$ cat config.mk
export PLATFORM = sky130hd
export DESIGN_NAME = i2c_fifo_pair
export DESIGN_NICKNAME = d
export VERILOG_FILES = /design/src/rtl/i2c_fifo_pkg.sv /design/src/rtl/byte_fifo.sv /design/src/rtl/trail_timer.sv /design/src/rtl/irq_status_reg.sv /design/src/rtl/i2c_fifo_pair.sv
export SDC_FILE = /design/constraint.sdc
export NUM_CORES = 1
export LEC_CHECK = 0
export BUFFER_PORTS_ARGS = -buffer_cell sky130_fd_sc_hd__clkbuf_2
export CAP_MARGIN = 40
export CORE_MARGIN = 5
export CORE_UTILIZATION = 40
export DETAILED_ROUTE_END_ITERATION = 10
export SLEW_MARGIN = 30
export SYNTH_ARGS = -nofsm -noshare
export SYNTH_HDL_FRONTEND = slang
export SYNTH_SLANG_ARGS = --single-unit
$ cat constraint.sdc
create_clock -name clk -period 2.4 [get_ports clk]
set_clock_uncertainty 0.05 [all_clocks]
set_input_delay 0.12 -clock clk [delete_from_list [all_inputs] [get_ports clk]]
set_output_delay 0.12 -clock clk [all_outputs]
set_load 0.02 [all_outputs]
$ cat src/rtl/i2c_fifo_pkg.sv
package i2c_fifo_pkg;

  localparam int HOST_DW = 32;
  localparam int BYTE_W  = 8;
  localparam int LVL_FW  = 7;
  localparam int TRL_W   = 4;
  localparam int IRQ_W   = 10;

  // register byte offsets
  localparam logic [7:0] OFS_CTRL  = 8'h00;
  localparam logic [7:0] OFS_TRAIL = 8'h04;
  localparam logic [7:0] OFS_IEN   = 8'h08;
  localparam logic [7:0] OFS_ISTAT = 8'h0C;
  localparam logic [7:0] OFS_QSTAT = 8'h10;
  localparam logic [7:0] OFS_TXD   = 8'h14;
  localparam logic [7:0] OFS_RXD   = 8'h18;

  // control field positions
  localparam int C_RX_EN    = 0;
  localparam int C_TX_EN    = 1;
  localparam int C_RXTRG_LO = 4;
  localparam int C_TXTRG_LO = 16;

  // queue status field positions
  localparam int S_TXLVL_LO = 0;
  localparam int S_TXFULL   = 7;
  localparam int S_TXEMPTY  = 8;
  localparam int S_RXLVL_LO = 16;
  localparam int S_RXFULL   = 23;
  localparam int S_RXEMPTY  = 24;

  // interrupt cause bit positions
  localparam int IB_TXAE  = 0;
  localparam int IB_RXAF  = 1;
  localparam int IB_TXUR  = 2;
  localparam int IB_TXOR  = 3;
  localparam int IB_RXUR  = 4;
  localparam int IB_RXOR  = 5;
  localparam int IB_TRAIL = 6;
  localparam int IB_XFER  = 9;

  localparam logic [IRQ_W-1:0] IRQ_MASK = 10'b10_0111_1111;

  typedef struct packed {
    logic [LVL_FW-1:0] tx_trig;
    logic [LVL_FW-1:0] rx_trig;
    logic              tx_en;
    logic              rx_en;
  } qctrl_t;

endpackage

$ cat src/rtl/byte_fifo.sv
module byte_fifo #(
  parameter int DEPTH = 64,
  localparam int PTR_W = (DEPTH > 1) ? $clog2(DEPTH) : 1,
  localparam int LVL_W = $clog2(DEPTH + 1)
) (
  input  logic             clk,
  input  logic             rst_n,
  input  logic             enable,
  input  logic             push,
  input  logic [7:0]       push_data,
  input  logic             pop,
  output logic [7:0]       pop_data,
  output logic [LVL_W-1:0] level,
  output logic             full,
  output logic             empty,
  output logic             overrun,
  output logic             underrun
);

  logic [7:0]       mem_q [DEPTH];
  logic [PTR_W-1:0] wr_ptr_q, wr_ptr_d;
  logic [PTR_W-1:0] rd_ptr_q, rd_ptr_d;
  logic [LVL_W-1:0] cnt_q, cnt_d;
  logic             do_push, do_pop;

  assign empty    = (cnt_q == '0);
  assign full     = (cnt_q == LVL_W'(DEPTH));
  assign do_pop   = enable & pop & ~empty;
  assign do_push  = enable & push & (~full | do_pop);
  assign overrun  = enable & push & full & ~do_pop;
  assign underrun = enable & pop & empty;

  function automatic logic [PTR_W-1:0] bump(input logic [PTR_W-1:0] p);
    if (p == PTR_W'(DEPTH - 1)) return '0;
    return p + PTR_W'(1);
  endfunction

  always_comb begin
    wr_ptr_d = wr_ptr_q;
    rd_ptr_d = rd_ptr_q;
    cnt_d    = cnt_q;
    if (!enable) begin
      wr_ptr_d = '0;
      rd_ptr_d = '0;
      cnt_d    = '0;
    end else begin
      if (do_push) wr_ptr_d = bump(wr_ptr_q);
      if (do_pop)  rd_ptr_d = bump(rd_ptr_q);
      case ({do_push, do_pop})
        2'b10:   cnt_d = cnt_q + LVL_W'(1);
        2'b01:   cnt_d = cnt_q - LVL_W'(1);
        default: cnt_d = cnt_q;
      endcase
    end
  end

  always_ff @(posedge clk or negedge rst_n) begin
    if (!rst_n) begin
      wr_ptr_q <= '0;
      rd_ptr_q <= '0;
      cnt_q    <= '0;
    end else begin
      wr_ptr_q <= wr_ptr_d;
      rd_ptr_q <= rd_ptr_d;
      cnt_q    <= cnt_d;
    end
  end

  always_ff @(posedge clk) begin
    if (do_push) mem_q[wr_ptr_q] <= push_data;
  end

  assign pop_data = empty ? 8'h00 : mem_q[rd_ptr_q];
  assign level    = cnt_q;

  // level never exceeds the depth
  a_r6_no_overflow: assert property (@(posedge clk) disable iff (!rst_n)
    cnt_q <= LVL_W'(DEPTH));

  // a dropped push leaves the level untouched
  a_r6_full_drop: assert property (@(posedge clk) disable iff (!rst_n)
    (enable && full && push && !pop) |=> (cnt_q == $past(cnt_q)));

  // a pop on an empty queue keeps it empty
  a_r7_empty_pop: assert property (@(posedge clk) disable iff (!rst_n)
    (enable && empty && pop && !push) |=> empty);

  // a disabled queue is flushed
  a_r2_disabled_flush: assert property (@(posedge clk) disable iff (!rst_n)
    !enable |=> empty);

endmodule

$ cat src/rtl/trail_timer.sv
module trail_timer #(
  parameter int CNT_W = 4
) (
  input  logic             clk,
  input  logic             rst_n,
  input  logic             restart,
  input  logic             armed,
  input  logic [CNT_W-1:0] limit,
  output logic             fire
);

  logic [CNT_W-1:0] cnt_q, cnt_d;
  logic             at_limit;

  assign at_limit = (cnt_q >= limit);
  assign fire     = armed & ~restart & at_limit;

  always_comb begin
    cnt_d = cnt_q;
    if (restart || !armed) cnt_d = '0;
    else if (!at_limit)    cnt_d = cnt_q + CNT_W'(1);
  end

  always_ff @(posedge clk or negedge rst_n) begin
    if (!rst_n) cnt_q <= '0;
    else        cnt_q <= cnt_d;
  end

  // an idle or restarted timer starts again from zero
  a_r9_restart_zero: assert property (@(posedge clk) disable iff (!rst_n)
    (restart || !armed) |=> (cnt_q == '0));

  // counting stays bounded by the limit while it is held
  a_r9_bounded: assert property (@(posedge clk) disable iff (!rst_n)
    (armed && !restart && cnt_q < limit) |=> (cnt_q <= $past(limit)));

endmodule

$ cat src/rtl/irq_status_reg.sv
module irq_status_reg #(
  parameter int W = 10
) (
  input  logic         clk,
  input  logic         rst_n,
  input  logic [W-1:0] set,
  input  logic [W-1:0] clr,
  input  logic [W-1:0] en,
  output logic [W-1:0] stat,
  output logic         irq
);

  logic [W-1:0] stat_q, stat_d;

  always_comb begin
    stat_d = (stat_q & ~clr) | set;
  end

  always_ff @(posedge clk or negedge rst_n) begin
    if (!rst_n) stat_q <= '0;
    else        stat_q <= stat_d;
  end

  assign stat = stat_q;
  assign irq  = |(stat_q & en);

  // a cause wins against a clear in the same cycle
  a_r11_set_wins: assert property (@(posedge clk) disable iff (!rst_n)
    (set != '0) |=> ((stat_q & $past(set)) == $past(set)));

  // cleared bits without a cause read zero
  a_r11_w1c: assert property (@(posedge clk) disable iff (!rst_n)
    (clr != '0) |=> ((stat_q & $past(clr & ~set)) == '0));

  // bits not written as one are kept
  a_r11_sticky: assert property (@(posedge clk) disable iff (!rst_n)
    (clr == '0) |=> ((stat_q & $past(stat_q)) == $past(stat_q)));

  // nothing enabled means no request
  a_r12_masked: assert property (@(posedge clk) disable iff (!rst_n)
    (en == '0) |-> !irq);

endmodule

$ cat src/rtl/i2c_fifo_pair.sv
module i2c_fifo_pair
  import i2c_fifo_pkg::*;
#(
  parameter int DEPTH  = 64,
  parameter int ADDR_W = 5
) (
  input  logic              clk,
  input  logic              rst_n,
  input  logic [ADDR_W-1:0] host_addr,
  input  logic              host_wr,
  input  logic              host_rd,
  input  logic [31:0]       host_wdata,
  output logic [31:0]       host_rdata,
  output logic              tx_valid,
  output logic [7:0]        tx_data,
  input  logic              tx_ready,
  input  logic              rx_valid,
  input  logic [7:0]        rx_data,
  output logic              rx_ready,
  input  logic              xfer_evt,
  output logic              irq
);

  localparam int LVL_W = $clog2(DEPTH + 1);

  // reset: asynchronous assert, synchronous release
  logic [1:0] rst_pipe_q;
  logic       rst_sn;

  always_ff @(posedge clk or negedge rst_n) begin
    if (!rst_n) rst_pipe_q <= '0;
    else        rst_pipe_q <= {rst_pipe_q[0], 1'b1};
  end
  assign rst_sn = rst_pipe_q[1];

  // address decode
  logic sel_ctrl, sel_trail, sel_ien, sel_istat, sel_qstat, sel_txd, sel_rxd;
  assign sel_ctrl  = (host_addr == OFS_CTRL[ADDR_W-1:0]);
  assign sel_trail = (host_addr == OFS_TRAIL[ADDR_W-1:0]);
  assign sel_ien   = (host_addr == OFS_IEN[ADDR_W-1:0]);
  assign sel_istat = (host_addr == OFS_ISTAT[ADDR_W-1:0]);
  assign sel_qstat = (host_addr == OFS_QSTAT[ADDR_W-1:0]);
  assign sel_txd   = (host_addr == OFS_TXD[ADDR_W-1:0]);
  assign sel_rxd   = (host_addr == OFS_RXD[ADDR_W-1:0]);

  // configuration registers
  qctrl_t           ctrl_q, ctrl_d;
  logic [TRL_W-1:0] trail_q, trail_d;
  logic [IRQ_W-1:0] ien_q, ien_d;
  logic             ctrl_we, trail_we, ien_we;

  assign ctrl_we  = host_wr & sel_ctrl;
  assign trail_we = host_wr & sel_trail;
  assign ien_we   = host_wr & sel_ien;

  always_comb begin
    ctrl_d  = ctrl_q;
    trail_d = trail_q;
    ien_d   = ien_q;
    if (ctrl_we) begin
      ctrl_d.rx_en   = host_wdata[C_RX_EN];
      ctrl_d.tx_en   = host_wdata[C_TX_EN];
      ctrl_d.rx_trig = host_wdata[C_RXTRG_LO +: LVL_FW];
      ctrl_d.tx_trig = host_wdata[C_TXTRG_LO +: LVL_FW];
    end
    if (trail_we) trail_d = host_wdata[TRL_W-1:0];
    if (ien_we)   ien_d   = host_wdata[IRQ_W-1:0] & IRQ_MASK;
  end

  always_ff @(posedge clk or negedge rst_sn) begin
    if (!rst_sn) begin
      ctrl_q  <= '0;
      trail_q <= '0;
      ien_q   <= '0;
    end else begin
      ctrl_q  <= ctrl_d;
      trail_q <= trail_d;
      ien_q   <= ien_d;
    end
  end

  logic unused_wdata_bits;
  assign unused_wdata_bits = ^{host_wdata[31:23], host_wdata[15:11]};

  // transmit queue
  logic [LVL_W-1:0] tx_lvl;
  logic             tx_full, tx_empty, tx_ovr, tx_udr;

  byte_fifo #(.DEPTH(DEPTH)) u_txq (
    .clk      (clk),
    .rst_n    (rst_sn),
    .enable   (ctrl_q.tx_en),
    .push     (host_wr & sel_txd),
    .push_data(host_wdata[7:0]),
    .pop      (tx_ready),
    .pop_data (tx_data),
    .level    (tx_lvl),
    .full     (tx_full),
    .empty    (tx_empty),
    .overrun  (tx_ovr),
    .underrun (tx_udr)
  );

  assign tx_valid = ctrl_q.tx_en & ~tx_empty;

  // receive queue
  logic [LVL_W-1:0] rx_lvl;
  logic [7:0]       rx_head;
  logic             rx_full, rx_empty, rx_ovr, rx_udr, rx_pop;

  assign rx_pop   = host_rd & sel_rxd;
  assign rx_ready = ctrl_q.rx_en;

  byte_fifo #(.DEPTH(DEPTH)) u_rxq (
    .clk      (clk),
    .rst_n    (rst_sn),
    .enable   (ctrl_q.rx_en),
    .push     (rx_valid),
    .push_data(rx_data),
    .pop      (rx_pop),
    .pop_data (rx_head),
    .level    (rx_lvl),
    .full     (rx_full),
    .empty    (rx_empty),
    .overrun  (rx_ovr),
    .underrun (rx_udr)
  );

  // level conditions
  logic [LVL_FW-1:0] tx_lvl_f, rx_lvl_f;
  logic              tx_ae, rx_af, trail_armed, trail_restart, trail_fire;

  assign tx_lvl_f = LVL_FW'(tx_lvl);
  assign rx_lvl_f = LVL_FW'(rx_lvl);
  assign tx_ae    = ctrl_q.tx_en & (tx_lvl_f <= ctrl_q.tx_trig);
  assign rx_af    = ctrl_q.rx_en & (rx_lvl_f >= ctrl_q.rx_trig);

  assign trail_armed   = ctrl_q.rx_en & ~rx_empty & (rx_lvl_f < ctrl_q.rx_trig);
  assign trail_restart = (rx_valid & ctrl_q.rx_en) | rx_pop;

  trail_timer #(.CNT_W(TRL_W)) u_trail (
    .clk    (clk),
    .rst_n  (rst_sn),
    .restart(trail_restart),
    .armed  (trail_armed),
    .limit  (trail_q),
    .fire   (trail_fire)
  );

  // interrupt causes
  logic [IRQ_W-1:0] cause, clr_vec, istat;

  always_comb begin
    cause           = '0;
    cause[IB_TXAE]  = tx_ae;
    cause[IB_RXAF]  = rx_af;
    cause[IB_TXUR]  = tx_udr;
    cause[IB_TXOR]  = tx_ovr;
    cause[IB_RXUR]  = rx_udr;
    cause[IB_RXOR]  = rx_ovr;
    cause[IB_TRAIL] = trail_fire;
    cause[IB_XFER]  = xfer_evt;
    clr_vec         = (host_wr & sel_istat) ? (host_wdata[IRQ_W-1:0] & IRQ_MASK) : '0;
  end

  irq_status_reg #(.W(IRQ_W)) u_irq (
    .clk  (clk),
    .rst_n(rst_sn),
    .set  (cause),
    .clr  (clr_vec),
    .en   (ien_q),
    .stat (istat),
    .irq  (irq)
  );

  // read mux
  logic [31:0] qstat_word;

  always_comb begin
    qstat_word                          = '0;
    qstat_word[S_TXLVL_LO +: LVL_FW]    = tx_lvl_f;
    qstat_word[S_TXFULL]                = tx_full;
    qstat_word[S_TXEMPTY]               = tx_empty;
    qstat_word[S_RXLVL_LO +: LVL_FW]    = rx_lvl_f;
    qstat_word[S_RXFULL]                = rx_full;
    qstat_word[S_RXEMPTY]               = rx_empty;
  end

  always_comb begin
    host_rdata = '0;
    if (sel_ctrl) begin
      host_rdata[C_RX_EN]                = ctrl_q.rx_en;
      host_rdata[C_TX_EN]                = ctrl_q.tx_en;
      host_rdata[C_RXTRG_LO +: LVL_FW]   = ctrl_q.rx_trig;
      host_rdata[C_TXTRG_LO +: LVL_FW]   = ctrl_q.tx_trig;
    end else if (sel_trail) begin
      host_rdata[TRL_W-1:0] = trail_q;
    end else if (sel_ien) begin
      host_rdata[IRQ_W-1:0] = ien_q;
    end else if (sel_istat) begin
      host_rdata[IRQ_W-1:0] = istat;
    end else if (sel_qstat) begin
      host_rdata = qstat_word;
    end else if (sel_rxd) begin
      host_rdata[7:0] = rx_head;
    end
  end

  // an offered byte stays put until taken, unless the queue is reconfigured
  a_r3_tx_hold: assert property (@(posedge clk) disable iff (!rst_sn)
    (tx_valid && !tx_ready && !ctrl_we) |=> (tx_valid && $stable(tx_data)));

  // receive acceptance follows the enable
  a_r2_rx_ready: assert property (@(posedge clk) disable iff (!rst_sn)
    !ctrl_q.rx_en |-> !rx_ready);

endmodule

==> results.cfg, run 1 <==
[power]
power_mw = 42.6
swShare = 0.221
seq_power_share = 0.501
power.internal_mw = 33.2
power.leakage_nw = 18.3
p_switching_mw = 9.44
power_frac_comb = 0.092
ir_drop_v = 0.000570
p_clk_frac = 0.407
power.density_nw_per_um2 = 761

[sta]
final_hold_viol_count = 0
tightest_slew_ps = 795
slew_violations = 0
post-route-period-util = 1.45
slew_headroom = 0.470
setup_viol = 544
period_needed_ps = 3480
setup_ws_ps = -1080
whs_ps = 1.03
rsz0062_at_grt = yes
fmax_mhz = 288

[cts]
clk_pin_slew_ps = 70
cts_tree = yes
cts_htree_levels = 3
worst_skew_pair.late_latency_ps = 700
cts_buffers = 112
clockBufferDepth = 3
cts_sinks = 1104
cts_root_buf = clkbuf_16

[drt]
via_count = 24300
drt-pass1-iter-count = 5
ant_nets = 0
wirelength_um = 114000
drc = 0
via_per_inst = 5.57
wire_per_inst_um = 26.2
dr.first_iter.drc_count = 2361

[yosys]
synth_cell_types = 81
synth_edf_count = 1024
synth_cells = 2295
async_flop_share = 0.0725
ys_top_cells_by_area = edfxtp_1 69%, mux4_2 15%, dfrtp_1 4.5%
synth_area_leader_cell = edfxtp_1
syn_avg_cell_area_um2 = 19.5
synth_top_area_share = 0.688
seq_area_frac_synth = 0.733
synth_warnings = 0
ys_ff_latch = 1104
synthFlopType = edfxtp_1
netlist_area_um2 = 44700

[global_routing]
busiest_layer = met2
grt_use_met1 = 0.275
grt_usage = 0.193
grt_pass1_vias = 25000
grt_pass1_wl_um = 169000
grt_max_degree = 65
grt-ovfl-total = 0
grt_util_met2 = 0.305
antenna_found_initial = 6
grt_use_met3 = 0.0429

[worst_setup_path]
worst-path-buf-inv = 3
critical_path.top_delay_family = multiplexers
critical-path-slowest-cell = mux4_2
worst_ep_required_time_ps = 2230
critPathMaxStageDelay_ps = 540
critPathMaxFanout = 10
crit_path_cell_trace = buf_12, buf_16, mux4_2, mux2i_4, o311ai_4, o31ai_2, o211ai_1, buf_4
endpoint_kind = primary output
cp.arrival_ps = 3310
crit_type = flip-flop to primary output
critPathLaunchType = flip-flop

[flow_run]
cap_violations = 0

[outcome]
outcome = complete, but fails checks
failed_checks = setup timing

[placement]
hpwl_um = 77900
gp_congestion = 0.864
portBuffers = 68
place_ws_ps = -640
dp_cells = 4044

[finish]
layout.cells.non_filler = 4365
ff_latch_area_um2 = 32800
fin_util = 0.505
syn_to_final_growth_pct = 25.4
nNetsFinal = 2864
fillers = 8856
multi_input_area_um2 = 12500
drive_gt1_frac = 0.408

[min_path]
hp-class = primary input to flip-flop

[floorplan]
die_height_um = 344
die_x_um = 344
dieArea_um2 = 118000
ios = 95
core_area_um2 = 111000
initial_core_util = 0.403
core.rowCount = 122
sequential cells by signal, summed over array words and instances, names as in the netlist, 7 cells and up:
signal	cells
u_irq.stat	8
u_txq.level	7
u_txq.mem_q	512
ien_q	8
u_rxq.mem_q	512
ctrl_q	15
u_rxq.level	7
worst min-delay path, cell delays in order:
cell	delay [ps]
clkbuf_2	350
nand2_1	140
o21ai_0	80
logic make-up (layout without fill, tap and decap cells):
group | after synthesis | count (layout) | share of synthesized area
adder cells (fa/ha/maj) | 30 | 30 | 0.00857
AND/OR/NAND/NOR | 418 | 419 | 0.0446
XOR/XNOR | 20 | 20 | 0.00392
multiplexers | 356 | 356 | 0.162
buffers and inverters | 170 | 737 | 0.0170
other | 2 | 16 | 0.000168
AO/OA/AOI/OAI | 195 | 195 | 0.0305
flip-flops | 1104 | 1104 | 0.733
path summary, 6_finish.rpt:
| path | from | to | slack (ps) | depth (start not counted) |
|---|---|---|---|---|
| setup / recovery | u_rxq.rd_ptr_q[0] | host_rdata[2] | -1080 | 8 |
| hold / removal | host_wdata[3] | trail_q[3] | 1 | 3 |
| setup reg to reg | u_rxq.level[3] | u_rxq.mem_q[12][5] | -400 | 9 |
| hold reg to reg | rst_pipe_q[1] | trail_q[3] | 290 | 0 |
| max in group asynchronous | rst_pipe_q[1] | ctrl_q[11] | 1280 | 1 |
| min in group asynchronous | rst_pipe_q[1] | trail_q[3] | 290 | 0 |
per-layer routing:
metal,routed length [µm],share of wire
met4,2880,0.025
met1,48700,0.43
met5,43,0.00038
met2,54000,0.47
met3,8540,0.075
cell usage in the layout (no fill, tap or decap), types with 24 or more instances in the layout:
cell / count
ha_1: 26
dfrtp_1: 71
clkbuf_16: 117
clkbuf_1: 24
mux2_2: 40
a21oi_1: 29
clkbuf_2: 48
mux4_2: 290
nor2_4: 77
nor2_1: 96
buf_4: 261
buf_6: 70
edfxtp_1: 1024
buf_12: 61
nand2_1: 66
inv_1: 30
clkinv_1: 25
dlygate4sd3_1: 28
what timing repair did:
| action | CTS | global route |
|---|---|---|
| cloned | 8 | 3 |
| setup buffers | 58 | 29 |
| endpoints found under the hold margin | 139 | 0 |
| resized for setup | 242 | 92 |
| pin swaps | 73 | 80 |
| hold buffers | 28 | 0 |
| setup endpoints to repair | 561 | 872 |
synthesized netlist by cell type, drive strengths merged, types with 25 or more instances:
master	count
ha	29
buf	67
mux4	290
nand3	30
mux2	41
nor2	196
mux2i	25
dfrtp	80
clkbuf	71
nand2	74
edfxtp	1024
a21oi	39
inv	30
o21ai	39
a22oi	26
power groups by stage:
stage / Combinational, mW / Clock [mW] / Sequential [mW]
after detailed placement: 3.37 / 0 / 21.8
after floorplan: 1.87 / 0 / 21.7
after global placement: 3.27 / 0 / 21.8
after global routing: 4.18 / 18.5 / 21.4
final: 3.92 / 17.3 / 21.4
after CTS: 3.79 / 17.7 / 21.4
metrics by stage:
stage	instance area [µm²]	setup TNS, ps
2_1_floorplan	45200	-187940
3_3_place_gp	49600	-122600
3_5_place_dp	49800	-120080
4_1_cts	55500	-188180
5_1_grt	56000	-206850
6_report	56000	-174860
final cells by class:
| cell class | count | area share |
|---|---|---|
| sequential | 1104 | 0.585 |
| multi-input combinational | 1033 | 0.224 |
| timing repair buffer | 499 | 0.0902 |
| clock buffer | 139 | 0.0528 |
| tap | 1488 | 0.0332 |
| clock inverter | 67 | 0.0124 |
| inverter | 32 | 0.00214 |
| antenna | 3 | 0.000134 |
Note: power is estimated with default switching activity, not from simulation.
==> run 2, diff against run 1 <==
==> constraint.sdc (replaced) <==
create_clock -name clk -period 4.16 [get_ports clk]
set_clock_uncertainty 0.05 [all_clocks]
set_input_delay 0.208 -clock clk [delete_from_list [all_inputs] [get_ports clk]]
set_output_delay 0.208 -clock clk [all_outputs]
set_load 0.02 [all_outputs]
==> run 2 against run 1 <==
Net effect: the flow now finishes without violations; cell count down 6.0%; first-iteration DRC count down 8.0%; core utilization down 4.1 points; register-to-register slack better by 1200 ps; critical path depth unchanged; combinational power down 58%; cell area down 8.1%; global-route usage down 1.5 points; worst setup slack better by 1200 ps; clock power down 43%; critical path type unchanged; largest power group unchanged; highest routed layer unchanged.
==> results.cfg, run 2 (synthesized netlist as in run 1, its figures left out) <==
[global_routing]
grt-ovfl-total = 0
antenna_found_initial = 9
grt_pass1_wl_um = 157000
grt_max_degree = 66
grt_pass1_vias = 23500
grt_usage = 0.179

[floorplan]
die_height_um = 344
die_x_um = 344
core.rowCount = 122
dieArea_um2 = 118000
initial_core_util = 0.403
ios = 95
core_area_um2 = 111000

[sta]
post-route-period-util = 0.977
period_needed_ps = 4060
rsz0062_at_grt = no
setup_viol = 0
slew_violations = 0
fin_setup_tns_ps = 0
tightest_slew_ps = 873
slew_headroom = 0.416
fmax_mhz = 246
final_hold_viol_count = 0

[worst_setup_path]
crit_type = flip-flop to primary output
cp.arrival_ps = 3800
endpoint_kind = primary output
worst_ep_required_time_ps = 3900
critPathMaxFanout = 48
reg2reg_slack_ps = 750
critPathLaunchType = flip-flop

[cts]
cts_root_buf = clkbuf_16
cts_tree = yes
worst_skew_pair.late_latency_ps = 690
cts_hold_buf = 29
cts_buffers = 108
clk_pin_slew_ps = 70
cts.repair.resized = 0
cts_htree_levels = 3
cts_setup_buffers = 0
cts_sinks = 1104
clockBufferDepth = 3

[power]
power.leakage_nw = 16.4
ir_drop_v = 0.000423
power.density_nw_per_um2 = 463
power_mw = 23.8

[drt]
drt-pass1-iter-count = 5
dr.first_iter.drc_count = 2172
via_per_inst = 5.59
wirelength_um = 106000
wire_per_inst_um = 25.9
drc = 0
ant_nets = 0
via_count = 22900

[finish]
final_common_cell = edfxtp_1
layout.cells.non_filler = 4105
layout_common_cells = 1024 x edfxtp_1, 290 x mux4_2, 195 x nor2_1
syn_to_final_growth_pct = 15.2
nNetsFinal = 2600
drive_gt1_frac = 0.277
reg_top3 = u_rxq.mem_q: 512 flops, u_txq.mem_q: 512 flops, ctrl_q: 15 flops

[flow_run]
cap_violations = 0

[placement]
dp_cells = 3845
portBuffers = 68
gp_congestion = 0.893
hpwl_um = 70600

[outcome]
outcome = complete, no violations

[min_path]
hp-class = primary input to flip-flop
run 2: path summary, 6_finish.rpt:
kind                              startpoint                  to  depth (start not counted)
min reg2reg                    rst_pipe_q[1]            ien_q[2]                          0
max reg2reg                   u_txq.level[1]      u_txq.level[6]                         10
min in group asynchronous      rst_pipe_q[1]            ien_q[2]                          0
max in group asynchronous      rst_pipe_q[1]   u_rxq.rd_ptr_q[1]                          1
min                               rx_data[0]  u_rxq.mem_q[38][0]                          1
max                        u_rxq.rd_ptr_q[1]       host_rdata[2]                          8
run 2: report_power, final:
part / internal (mW) / switching [mW] / leakage [nW]
Clock: 5.69 / 4.15 / 1.75
Combinational: 0.690 / 0.958 / 4.38
Sequential: 12.2 / 0.121 / 10.2
run 2: critical path: stages (launching register included):
cell	delay, ps
dfrtp_4	920
buf_4	370
mux4_2	330
mux2i_1	290
or3_1	150
o311ai_0	110
o31ai_1	400
o211ai_1	180
clkbuf_2	260
run 2: layer usage:
layer | routed length [µm] | vias up | global-route usage
met2 | 51500 | 821 | 0.291
met4 | 2900 | 6 | 0.0485
li1 | - | 9831 | -
met1 | 44000 | 12100 | 0.245
met3 | 7810 | 182 | 0.0405
met5 | 46 | - | 0
run 2: metrics by stage:
step,worst slack [ps],area (µm²),utilization,hold WS [ps]
6_report,97.5,51500,0.464,49.8
4_1_cts,89.2,51300,0.463,1.65
3_5_place_dp,770,47400,0.428,-27.8
3_3_place_gp,774,47200,0.426,-27.5
5_1_grt,22.5,51400,0.464,55.6
2_1_floorplan,1300,44700,-,-138
run 2: cell type report:
class                   instances  area, µm²
fillers                      9312      59400
flip-flops and latches       1104      32800
multi-input cells            1032      11200
clock buffers                 135       2860
repair buffers                240       1880
well taps                    1488       1860
clock inverters                70        732
inverters                      32        120
diodes                          4       10.0
